File: src/rtl/dock_literal_latch.sv
module dock_literal_latch #(
  parameter int WORD_W  = 37,
  parameter int SHIFT_W = 19,
  parameter int SEXT_W  = 14
) (
  input  logic              clk,
  input  logic              rst_n,
  input  logic              in_valid,
  input  logic [WORD_W-1:0] in_data,
  output logic              in_ready,
  input  logic              od_valid,
  input  logic              od_shift,
  input  logic [SHIFT_W-1:0] od_imm,
  input  logic              od_sign,
  output logic              od_ready,
  input  logic              ex_valid,
  input  logic [1:0]        ex_op,
  input  logic              ex_emit,
  output logic              ex_ready,
  output logic              out_valid,
  output logic [WORD_W-1:0] out_data,
  output logic              out_flush,
  input  logic              out_ready
);
  localparam int KEEP_W = WORD_W - SHIFT_W;
  localparam logic [1:0] OP_HOLD = 2'b00, OP_CAP = 2'b01, OP_FLUSH = 2'b10, OP_LIT = 2'b11;

  logic              stg_full, stg_shift;
  logic [WORD_W-1:0] stg_word, dl_word, nxt_word;
  logic              dl_flush, nxt_flush;

  wire need_in  = (ex_op == OP_CAP) || (ex_op == OP_FLUSH);
  wire need_lit = (ex_op == OP_LIT);
  wire fire     = ex_valid && ex_ready;

  assign ex_ready = (!need_in || in_valid) && (!need_lit || stg_full) && (!ex_emit || !out_valid);
  assign in_ready = fire && need_in;
  assign od_ready = !stg_full;

  always_comb begin
    nxt_word  = dl_word;
    nxt_flush = dl_flush;
    case (ex_op)
      OP_CAP:   begin nxt_word = in_data; nxt_flush = 1'b0; end
      OP_FLUSH: begin nxt_word = in_data; nxt_flush = 1'b1; end
      OP_LIT:   begin
        nxt_flush = 1'b0;
        nxt_word  = stg_shift ? {dl_word[KEEP_W-1:0], stg_word[SHIFT_W-1:0]} : stg_word;
      end
      default: ;
    endcase
  end

  always_ff @(posedge clk) begin
    if (!rst_n) begin
      stg_full  <= 1'b0;
      stg_shift <= 1'b0;
      stg_word  <= '0;
    end else if (fire && need_lit) begin
      stg_full <= 1'b0;
    end else if (od_valid && !stg_full) begin
      stg_full  <= 1'b1;
      stg_shift <= od_shift;
      stg_word  <= od_shift ? WORD_W'(od_imm)
                            : {{(WORD_W-SEXT_W){od_sign}}, od_imm[SEXT_W-1:0]};
    end
  end

  always_ff @(posedge clk) begin
    if (!rst_n) begin
      dl_word  <= '0;
      dl_flush <= 1'b0;
    end else if (fire) begin
      dl_word  <= nxt_word;
      dl_flush <= nxt_flush;
    end
  end

  always_ff @(posedge clk) begin
    if (!rst_n) begin
      out_valid <= 1'b0;
      out_data  <= '0;
      out_flush <= 1'b0;
    end else if (fire && ex_emit) begin
      out_valid <= 1'b1;
      out_data  <= nxt_word;
      out_flush <= nxt_flush;
    end else if (out_ready) begin
      out_valid <= 1'b0;
    end
  end
endmodule

File: config.mk
export PLATFORM = sky130hd
export DESIGN_NAME = dock_literal_latch
export DESIGN_NICKNAME = d
export VERILOG_FILES = /design/src/rtl/dock_literal_latch.sv
export SDC_FILE = /design/constraint.sdc
export NUM_CORES = 1
export LEC_CHECK = 0
export BUFFER_PORTS_ARGS = -buffer_cell sky130_fd_sc_hd__clkbuf_2
export CAP_MARGIN = 20
export CELL_PAD_IN_SITES_DETAIL_PLACEMENT = 0
export CELL_PAD_IN_SITES_GLOBAL_PLACEMENT = 1
export CORE_UTILIZATION = 43
export CTS_CLUSTER_DIAMETER = 120
export DETAILED_ROUTE_END_ITERATION = 10
export GPL_TIMING_DRIVEN = 0
export PLACE_DENSITY = 0.92
export REMOVE_ABC_BUFFERS = 1
export SETUP_SLACK_MARGIN = 0.4
export SLEW_MARGIN = 20
export SYNTH_ARGS = -nofsm -noshare
export SYNTH_HDL_FRONTEND = slang
export SYNTH_SLANG_ARGS = --single-unit
File: constraint.sdc
create_clock -name clk -period 2.81 [get_ports clk]
set_input_delay 0.1405 -clock clk [delete_from_list [all_inputs] [get_ports clk]]
set_output_delay 0.1405 -clock clk [all_outputs]
set_load 0.02 [all_outputs]
==> insert_results.sql <==
INSERT INTO impl_metrics (metric_group, metric, value, unit) VALUES
('place', 'place_congestion', '0.8424', ''),
('clock_network', 'cts-htree-levels', '3', ''),
('clock_network', 'clk_transition_reported_paths', '100', 'ps'),
('worst_setup_path', 'timing.critical_path.to_type', 'output port', ''),
('yosys', 'multiplexer_area_fraction_after_synthesis', '5.245', '%'),
('yosys', 'dominant_combinational_cell_family_by_area_after_synthesis', 'compound AO/OA/AOI/OAI gates', ''),
('sta', 'post-route-min-period', '2237', 'ps'),
('yosys', 'synth-edff-count', '0', ''),
('clock_network', 'cts_buffers', '9', ''),
('yosys', 'synth.cell_area', '4413', 'sq um'),
('clock_network', 'clock-sinks', '99', ''),
('clock_network', 'clock_insertion_delay_worst_skew', '370', 'ps'),
('layout', 'antenna-diode-count', '0', ''),
('die', 'placement_rows', '36', ''),
('global_routing', 'maximum_number_of_pins_on_one_net_before_global_route_repair', '55', ''),
('place', 'detailed_place_hpwl', '8012', 'um'),
('die', 'die_h', '103.3', 'um'),
('detailed_routing', 'postRouteWirelength', '12450', 'um'),
('yosys', 'synth.yosys.seq_area_share', '44.91', '%'),
('worst_setup_path', 'critPathRequiredTime', '2670', 'ps'),
('yosys', 'post_synth_inst_count', '479', ''),
('layout', 'final_instance_area', '5328', 'sq um'),
('worst_setup_path', 'worstSetupPathType', 'flip-flop to output port', ''),
('power', 'power.static_leakage', '0.002080', 'uW'),
('yosys', 'synth-seq-cells', '99', ''),
('place', 'io_buffer_count', '108', ''),
('place', 'postPlaceCellArea', '4928', 'sq um'),
('clock_network', 'clk_root_buffer_cell', 'clkbuf_8', ''),
('sta', 'rsz_0062_raised_after_global_routing', 'false', ''),
('yosys', 'yosysTopAreaCell', 'dfxtp_1', ''),
('yosys', 'asyncSetResetFlopFracSynth', '0', '%'),
('power', 'post-layout-total-power', '3022', 'uW'),
('clock_network', 'post-cts-setup-buffers', '0', ''),
('run_status', 'run_status', 'complete, no violations', ''),
('yosys', 'synth-compound-area-share', '31.61', '%'),
('global_routing', 'grt_first_pass_wirelength', '19460', 'um'),
('die', 'initial_core_util', '44.74', '%'),
('yosys', 'synth-simple-area-share', '9.498', '%'),
('sta', 'skew', '14.26', 'ps'),
('global_routing', 'grt_antenna_before_repair', '0', ''),
('yosys', 'synth-adder-area-share', '0.8506', '%'),
('power', 'power.density_cell_area', '567.2', 'nW/um^2'),
('layout', 'fin_util', '54.01', '%'),
('global_routing', 'grt_overflow_total', '0', ''),
('yosys', 'yosysWarningCount', '0', ''),
('die', 'design.die.area', '10670', 'sq um'),
('detailed_routing', 'post-route-drc-count', '0', ''),
('die', 'die_width', '103.3', 'um'),
('detailed_routing', 'drt_pass1_iterations', '5', ''),
('detailed_routing', 'drtIter0Drc', '333', ''),
('global_routing', 'vias_in_the_first_global_route', '3935', ''),
('sta', 'max_freq', '447.1', 'MHz'),
('min_path', 'min-delay-path-class', 'input pin to flip-flop', ''),
('yosys', 'synth_most_common_cell', 'dfxtp_1', ''),
('sta', 'report.final.setup_viol', '0', ''),
('detailed_routing', 'routed_wire_length_per_instance', '17.71', 'um'),
('detailed_routing', 'detail_route.vias_per_cell', '5.923', ''),
('yosys', 'post_synth_most_frequent_cells', 'dfxtp_1, nand2_1, a31oi_1, o22ai_1, a211oi_1', ''),
('clock_network', 'tritoncts', 'built', ''),
('worst_setup_path', 'startpoint_kind_of_the_worst_setup_timing_path', 'flip-flop', ''),
('worst_setup_path', 'critical_path.max_fanout', '21', ''),
('sta', 'drv_slew', '0', ''),
('die', 'num_io_pins', '109', ''),
('yosys', 'netlist_top_cells_area', 'dfxtp_1, nand2_1, a211oi_1', ''),
('yosys', 'syn_area_per_cell', '9.213', 'sq um'),
('run', 'timing.max_cap.violations', '0', ''),
('sta', 'hold-worst-slack', '73.24', 'ps'),
('sta', 'period_share', '79.59', '%'),
('layout', 'nNetsFinal', '635', ''),
('power', 'vdd.ir_drop.worst', '0.2528', 'mV'),
('yosys', 'synth_xor_area_share', '0', '%');
[final timing paths]
check,endpoint,cells past startpoint,slack [ps],start
hold reg to reg,stg_word[6],2,460,stg_word[6]
setup / recovery,in_ready,4,570,out_valid
hold / removal,stg_word[18],3,70,od_shift
setup reg to reg,out_data[29],3,740,stg_shift
[metrics by stage]
stage	setup WS, ps	TNS [ps]
2_1_floorplan	-127.1	-127.1
3_3_place_gp	-1416	-92180
3_5_place_dp	71.95	0
4_1_cts	532.5	0
5_1_grt	481.3	0
6_report	573.5	0
[routing by layer]
layer	GRT usage (%)	up-vias	part of all wire, %
li1	-	2003	-
met1	31.98	1995	46
met2	39.64	155	48
met3	4.368	11	5.6
met4	5.959	0	1.0
met5	0	-	0
[layout by cell type, fill, tap and decap left out, drive strengths merged, types with 2 or more instances in the layout]
| master | n |
|---|---|
| o22ai | 38 |
| ha | 3 |
| buf | 5 |
| a31oi | 38 |
| a21oi | 23 |
| clkinv | 2 |
| a211oi | 38 |
| dlygate4sd3 | 19 |
| a221o | 19 |
| nand2b | 3 |
| nor2b | 9 |
| inv | 6 |
| o21ai | 25 |
| nand2 | 76 |
| clkbuf | 120 |
| a222oi | 18 |
| mux2 | 18 |
| nand4 | 2 |
| dfxtp | 99 |
| and3 | 2 |
[kinds of logic after synthesis]
logic type,count (synthesis)
compound gates,201
fa+ha+maj,3
buf+inv,62
flops,99
mux,19
simple gates,95
[where the power goes]
group          switching (uW)  internal [uW]  leakage (uW)
registers                63.8           1500      0.000811
clock network             495            377     0.0000932
logic                     341            248       0.00118
[final cells by class]
class | instances | area, sq um
fill | 945 | 4537
multi-input combinational | 318 | 2118
sequential | 99 | 1982
timing repair buffer | 132 | 853.3
tap | 133 | 166.4
clock buffer | 12 | 155.1
clock inverter | 4 | 33.78
inverter | 5 | 18.77
[what timing repair did]
| action | in CTS | in global routing |
|---|---|---|
| hold buffers | 19 | 0 |
| setup endpoints to repair | 1 | 19 |
| hold endpoints to repair | 19 | 0 |
| gates resized for setup | 3 | 2 |
[flip-flops by register name (all words and copies together) (netlist names)]
| register | cells |
|---|---|
| dl_word | 37 |
| out_flush | 1 |
| out_data | 37 |
| out_valid | 1 |
| stg_full | 1 |
| dl_flush | 1 |
| stg_shift | 1 |
| stg_word | 20 |
[worst max-delay path, stage by stage (launching register included)]
cell and delay [ps]:
dfxtp_1 370, a21boi_4 520, and3_4 480, and2_1 180, clkbuf_2 160
No activity file was read; power rests on OpenSTA's default activity.
